**src/rtl/gpio_mask_pkg.sv**
```systemverilog
package gpio_mask_pkg;

   // Bit positions inside one pin's byte lane; software decodes these.
   localparam int LANE_W       = 8;
   localparam int FLD_W        = 5;
   localparam int POS_DIR_MASK = 0;
   localparam int POS_DIR_VAL  = 1;
   localparam int POS_DAT_MASK = 2;
   localparam int POS_DAT_VAL  = 3;
   localparam int POS_DAT_IN   = 4;

   // Packed MSB first so the member order matches the positions above.
   typedef struct packed {
      logic dat_in;
      logic dat_val;
      logic dat_mask;
      logic dir_val;
      logic dir_mask;
   } pin_fld_t;

endpackage

```
**src/rtl/gpio_sync.sv**
```systemverilog
module gpio_sync #(
   parameter int   STAGES  = 2,
   parameter logic RST_VAL = 1'b0
) (
   input  logic clk,
   input  logic rst_n,
   input  logic din,
   output logic dout
);

   if (STAGES < 2) begin : g_bad_stages
      $error("gpio_sync: STAGES must be at least 2");
   end

   logic [STAGES-1:0] chain;

   always_ff @(posedge clk or negedge rst_n) begin
      if (!rst_n) chain <= {STAGES{RST_VAL}};
      else        chain <= {chain[STAGES-2:0], din};
   end

   assign dout = chain[STAGES-1];

endmodule

```
**src/rtl/gpio_pin_field.sv**
```systemverilog
module gpio_pin_field
   import gpio_mask_pkg::*;
#(
   parameter int SYNC_STAGES = 2
) (
   input  logic     clk,
   input  logic     rst_n,
   input  logic     wr_en,
   input  pin_fld_t wr_fld,
   input  logic     pin_raw,
   output logic     pin_out,
   output logic     pin_oe,
   output pin_fld_t rd_fld
);

   logic dir_q;
   logic dat_q;
   logic cap_q;
   logic pin_sync;

   gpio_sync #(
      .STAGES  (SYNC_STAGES),
      .RST_VAL (1'b0)
   ) u_sync (
      .clk   (clk),
      .rst_n (rst_n),
      .din   (pin_raw),
      .dout  (pin_sync)
   );

   always_ff @(posedge clk or negedge rst_n) begin
      if (!rst_n) begin
         dir_q <= 1'b0;
         dat_q <= 1'b0;
         cap_q <= 1'b0;
      end else if (wr_en) begin
         if (wr_fld.dir_mask) dir_q <= wr_fld.dir_val;
         if (wr_fld.dat_mask) dat_q <= wr_fld.dat_val;
         cap_q <= pin_sync;
      end
   end

   assign pin_oe  = dir_q;
   assign pin_out = dir_q & dat_q;

   always_comb begin
      rd_fld          = '0;
      rd_fld.dat_in   = cap_q;
      rd_fld.dat_val  = dat_q;
      rd_fld.dir_val  = dir_q;
   end

   logic unused_wr_in;
   assign unused_wr_in = wr_fld.dat_in;

   AST_DIR_KEPT:  assert property (@(posedge clk) disable iff (!rst_n)
                     !(wr_en && wr_fld.dir_mask) |=> $stable(pin_oe));
   AST_DATA_KEPT: assert property (@(posedge clk) disable iff (!rst_n)
                     !(wr_en && wr_fld.dat_mask) |=> $stable(rd_fld.dat_val));
   AST_CAP_KEPT:  assert property (@(posedge clk) disable iff (!rst_n)
                     !wr_en |=> $stable(rd_fld.dat_in));
   AST_IDLE_LOW:  assert property (@(posedge clk) disable iff (!rst_n)
                     !pin_oe |-> !pin_out);

endmodule

```
**src/rtl/gpio_mask_reg.sv**
```systemverilog
module gpio_mask_reg
   import gpio_mask_pkg::*;
#(
   parameter int                ADDR_W      = 16,
   parameter logic [ADDR_W-1:0] REG_OFFSET  = 16'h5010,
   parameter int                DATA_W      = 32,
   parameter int                NUM_PINS    = 2,
   parameter int                SYNC_STAGES = 2,
   localparam int               BE_W        = DATA_W / 8
) (
   input  logic                clk,
   input  logic                rst_n,
   input  logic [ADDR_W-1:0]   bus_addr,
   input  logic                bus_wr,
   input  logic [BE_W-1:0]     bus_be,
   input  logic [DATA_W-1:0]   bus_wdata,
   input  logic                bus_rd,
   output logic [DATA_W-1:0]   bus_rdata,
   output logic [NUM_PINS-1:0] pin_out,
   output logic [NUM_PINS-1:0] pin_oe,
   input  logic [NUM_PINS-1:0] pin_in
);

   if (DATA_W % 8 != 0) begin : g_bad_width
      $error("gpio_mask_reg: DATA_W must be a whole number of bytes");
   end
   if (NUM_PINS < 1 || NUM_PINS > BE_W) begin : g_bad_pins
      $error("gpio_mask_reg: one byte lane per pin is required");
   end

   logic     hit;
   logic     wr_hit;
   pin_fld_t fld_rd [NUM_PINS];
   logic [DATA_W-1:0] rd_word;

   assign hit    = (bus_addr == REG_OFFSET);
   assign wr_hit = bus_wr && hit;

   for (genvar gi = 0; gi < NUM_PINS; gi++) begin : g_pin
      gpio_pin_field #(
         .SYNC_STAGES (SYNC_STAGES)
      ) u_fld (
         .clk     (clk),
         .rst_n   (rst_n),
         .wr_en   (wr_hit && bus_be[gi]),
         .wr_fld  (pin_fld_t'(bus_wdata[gi*LANE_W +: FLD_W])),
         .pin_raw (pin_in[gi]),
         .pin_out (pin_out[gi]),
         .pin_oe  (pin_oe[gi]),
         .rd_fld  (fld_rd[gi])
      );
   end

   always_comb begin
      rd_word = '0;
      for (int i = 0; i < NUM_PINS; i++) begin
         rd_word[i*LANE_W +: FLD_W] = fld_rd[i];
      end
   end

   always_ff @(posedge clk or negedge rst_n) begin
      if (!rst_n) bus_rdata <= '0;
      else        bus_rdata <= (bus_rd && hit) ? rd_word : '0;
   end

   logic unused_bus;
   assign unused_bus = ^{bus_wdata, bus_be};

   AST_RD_MISS_ZERO: assert property (@(posedge clk) disable iff (!rst_n)
                        (bus_rd && !hit) |=> (bus_rdata == '0));
   AST_WR_MISS_OE:   assert property (@(posedge clk) disable iff (!rst_n)
                        (bus_wr && !hit) |=> $stable(pin_oe));
   AST_NO_RD_ZERO:   assert property (@(posedge clk) disable iff (!rst_n)
                        !bus_rd |=> (bus_rdata == '0));
   AST_LANE_OFF:     assert property (@(posedge clk) disable iff (!rst_n)
                        (bus_wr && !bus_be[0]) |=> $stable(pin_oe[0]));

endmodule

```
**config.mk**
```make
export PLATFORM = sky130hd
export DESIGN_NAME = gpio_mask_reg
export DESIGN_NICKNAME = d
export VERILOG_FILES = /design/src/rtl/gpio_mask_pkg.sv /design/src/rtl/gpio_sync.sv /design/src/rtl/gpio_pin_field.sv /design/src/rtl/gpio_mask_reg.sv
export SDC_FILE = /design/constraint.sdc
export NUM_CORES = 1
export LEC_CHECK = 0
export BUFFER_PORTS_ARGS = -buffer_cell sky130_fd_sc_hd__buf_2
export CAP_MARGIN = 5
export CORE_ASPECT_RATIO = 0.75
export CORE_MARGIN = 8
export CORE_UTILIZATION = 35
export CTS_BUF_LIST = sky130_fd_sc_hd__clkbuf_16
export CTS_CLUSTER_SIZE = 10
export DETAILED_ROUTE_END_ITERATION = 8
export PLACE_DENSITY = 0.84
export SYNTH_ARGS = -nofsm -noshare
export SYNTH_HDL_FRONTEND = slang
export SYNTH_SLANG_ARGS = --single-unit
```
**constraint.sdc**
```tcl
create_clock -name clk -period 0.9 [get_ports clk]
set_input_delay 0.135 -clock clk [delete_from_list [all_inputs] [get_ports clk]]
set_output_delay 0.135 -clock clk [all_outputs]
set_load 0.005 [all_outputs]
```
======== Word level (Yosys, flattened, before mapping) ========
Cells that the tools add are included.
storage, ports and cells
  bits in registers ....................... 23
  input port bits ......................... 58
  output and inout port bits .............. 36
  logic and storage cells ................. 21
cells by class
  eq/ne operators ......................... 1
  mux-type cells .......................... 1
  bitwise operators ....................... 2
  reductions and logical operators ........ 8
operator list
  cell                                                                     count
  16-bit by 15-bit equality test with 1-bit output, second input constant  1
  13-bit two-way mux                                                       1
  2-bit AND reduction                                                      4
  1-bit logical AND                                                        4
  1-bit AND                                                                2

======== Longest topological paths before layout ========
  depth in word-level cells ............... 4
  mapped depth ............................ 4

======== Cells and area by module ========
From an unflattened synthesis, not the netlist that was laid out.
unflattened totals
  cell total of the unflattened synthesis .. 85
  area total of the unflattened synthesis .. 998.5 µm²
modules (own cells, without submodules)
  module          times used  cells each  area an instance (µm²)  sequential area each (µm²)
  gpio_mask_reg   1           51          555.5                   250.2
  gpio_pin_field  2           15          171.4                   75.1
  gpio_sync       2           2           50.0                    50.0

======== Worst setup path before layout ========
Ideal clock, no wire load.
  path kind ............................... input to register
  from .................................... input bus_addr[0]
  to ...................................... register g_pin[1].u_fld.dir_q
  arrival ................................. 1.077 ns
  required time ........................... 0.772 ns
  setup slack ............................. -0.305 ns
  stages .................................. 4
  path buffers ............................ 0
  path through ............................ nor4b_4 nand4_2 nor3_2 mux2_1
between the ends
  longest elaborated chain between the ends .. 4
RTL lines
  item                                              RTL line              text
  start, declared                                   gpio_mask_reg.sv:13   input logic [ADDR_W-1:0] bus_addr,
  16-bit by 15-bit equality test with 1-bit output  gpio_mask_reg.sv:36   assign hit = (bus_addr == REG_OFFSET);
  1-bit logical AND                                 gpio_mask_reg.sv:37   assign wr_hit = bus_wr && hit;
  1-bit logical AND                                 gpio_mask_reg.sv:45   .wr_en (wr_hit && bus_be[gi]),
  2-bit AND reduction (no line)                     --
  end signal, assigned                              gpio_pin_field.sv:37  if (wr_fld.dir_mask) dir_q <= wr_fld.dir_val;
  end, declared                                     gpio_pin_field.sv:16  logic dir_q;
Every way passes these cells.
A chain may end at the register's enable or synchronous reset.

======== Worst setup path in the final report ========
  from .................................... input bus_addr[11]
  to ...................................... register g_pin[1].u_fld.dir_q
The elaborated chain is that of the path after synthesis.

==> flow_summary.ini <==
[setup_path]
worst_ep_required_time_ps = 1020
worst_path_max_delay_cell = nor4b_4
worstPathCellList = buf_8, nor4b_4, nand4_4, nor3_4, mux2_4
start_kind = primary input
crit_fanout = 4
crit_arrival_ps = 1280
cpPeakStageDelay_ps = 340
worst-path-buf-inv = 1
critPathKind = primary input to flip-flop
endpoint_kind = flip-flop
cp_top_family = simple AND/OR/NAND/NOR gates

[power_and_ir_drop]
peakVddDrop_mv = 0.7435
leakagePower_nw = 0.7225
p_per_area_mw_per_mm2 = 1315
fin_total_pwr_mw = 1.774

[grt]
grt_pass1_wl_um = 3408
met2_usage_pct = 20.27
grt_max_degree = 17
antenna_found_initial = 0
grt_util_all_layers_pct = 10.13
grt_pass1_vias = 776
overflow = 0
use_met3_pct = 3.795
top_usage_layer = met2
grt_util_met1_pct = 9.284

[floorplan]
row_count = 16
die_h_um = 60.36
start_util_pct = 36.12
coreArea_mm2 = 0.002542
dieArea_mm2 = 0.004536
die_x_um = 75.15
ios = 94

[timing]
finClkSkew_ps = 1.757
slew_viol_final = 0
setup_viol = 15
postLayoutSetupSlackWorst_ps = -259.2
fin_crit_ps = 1159
max_freq_ghz = 0.8626
hold_slack_ps = 127.7
finalHoldViolations = 0
rsz0062_at_grt = true
fin_crit_sh_pct = 128.8

[run_status]
outcome = finished with violations
violations = negative setup slack

[layout]
final_common_cell = buf_2
fillers = 238
diodes = 0
multi_input_area_um2 = 467.9
layout.area.seq_um2 = 400.4
final_cell_mix = 33 x buf_2, 26 x conb_1, 16 x dfrtp_1
instances_no_fill = 170
drive_above_1_share_pct = 50.75
area_growth_pct = 46.87
nets = 193

[detailed_routing]
vias = 685
wirelength_um = 2305
post_drt_wl_per_cell_um = 13.56
drc = 0
drt_iter0_drc = 21
dr.pass1.iters = 4
postRouteAntennaNets = 0
via_per_inst = 4.029

[clocking]
clk_transition_reported_paths_ps = 50
clock_latency_ps = 240
cts-htree-levels = 1
cts_made_buffers = 3
cts_sinks = 16
clk_path_buf_depth = 2
cts_tree = done
ctsRootBufferMaster = clkbuf_16

[yosys]
synthCells = 84
yosys_register_bits = 16
synth_area_um2 = 918.4
netlist-cell-type-count = 18
yosysSeqAreaShare_pct = 43.60
synth_warnings = 0
avgSynthCellArea_um2 = 10.93

[placed_design]
gp_congestion = 0.6778
dpl.hpwl_um = 1808
io_buffers = 41
pre_cts_slack_ps = -499.8
dp_cells = 157

[min_path]
hp-class = primary input to flip-flop

[run]
drv_cap = 0
-- cell families after synthesis --
kind of cell | count (synthesis) | share of synthesized area (%)
buffers and inverters | 32 | 25.34
and+or+nand+nor | 29 | 23.30
DFF | 16 | 43.60
muxes | 6 | 7.356
other | 1 | 0.4083
-- flip-flops by register name, indices dropped and copies added (netlist names) --
signal	count
g_pin.u_fld.pin_oe	2
g_pin.u_fld.dat_q	2
g_pin.u_fld.cap_q	2
bus_rdata	6
g_pin.u_fld.u_sync.chain	4
-- power by group --
group          internal [mW]  leakage [nW]  switching [mW]
registers              0.730         0.214         0.00257
clock network          0.587        0.0385           0.248
logic                 0.0988         0.470           0.107
total                   1.42         0.723           0.357
-- worst register-to-register path, delay by kind of cell, from the launching register on --
family,cells,cell delay (ps)
muxes,1,260
DFF,1,360
buffers and inverters,2,260
-- through the flow --
step / area, um2 / utilization, % / TNS (ps)
final: 1349 / 53.05 / -2915
after global routing: 1349 / 53.05 / -3554
after CTS: 1318 / 51.82 / -2409
after floorplan: 1057 / - / -1810
after detailed placement: 1090 / 42.86 / -5404
after global placement: 1090 / 42.86 / -5144
-- routing by layer --
layer  part of all wire, %  vias up
met1                    32      323
li1                      -      325
met3                   7.1        4
met5                     0        -
met2                    58       33
met4                   2.7        0
-- path summary, 6_finish.rpt --
check                                                from                              to  slack (ps)  depth (start not counted)
max                                          bus_addr[11]           g_pin[1].u_fld.pin_oe        -260                          5
min                                         bus_wdata[11]            g_pin[1].u_fld.dat_q         130                          2
max reg2reg                          g_pin[0].u_fld.dat_q            g_pin[0].u_fld.dat_q         -90                          3
min reg2reg                g_pin[0].u_fld.u_sync.chain[0]  g_pin[0].u_fld.u_sync.chain[1]         350                          0
max in group asynchronous                           rst_n  g_pin[0].u_fld.u_sync.chain[0]         320                          2
min in group asynchronous                           rst_n           g_pin[0].u_fld.pin_oe         330                          2
-- synthesized netlist by cell type, drive strengths merged --
| master | number | share of area (%) |
|---|---|---|
| nor4 | 2 | 2.0 |
| dfrtp | 16 | 44 |
| and2 | 8 | 5.4 |
| nor3 | 1 | 1.1 |
| mux2 | 6 | 7.4 |
| buf | 30 | 25 |
| nand4 | 2 | 2.0 |
| nor4b | 5 | 7.8 |
| conb | 1 | 0.41 |
| nor2 | 6 | 2.5 |
| inv | 2 | 0.82 |
| nand3 | 3 | 1.6 |
| nand2 | 2 | 0.82 |
-- repair_timing --
item	in CTS	in global routing
hold endpoints to repair	18	0
pin swaps	9	4
hold buffers	3	0
cloned	0	0
gates resized for setup	19	6
setup endpoints to repair	16	16
buffers inserted	6	2
-- final cells by class --
type                            instances  area share, %
Clock buffer                            3          5.566
Clock inverter                          1         0.2783
Inverter                                2         0.5566
Multi-Input combinational cell         61          34.69
Sequential cell                        16          29.68
Tap cell                               36          3.340
Timing Repair Buffer                   51          25.88
Power figures use the tool's default switching activity.
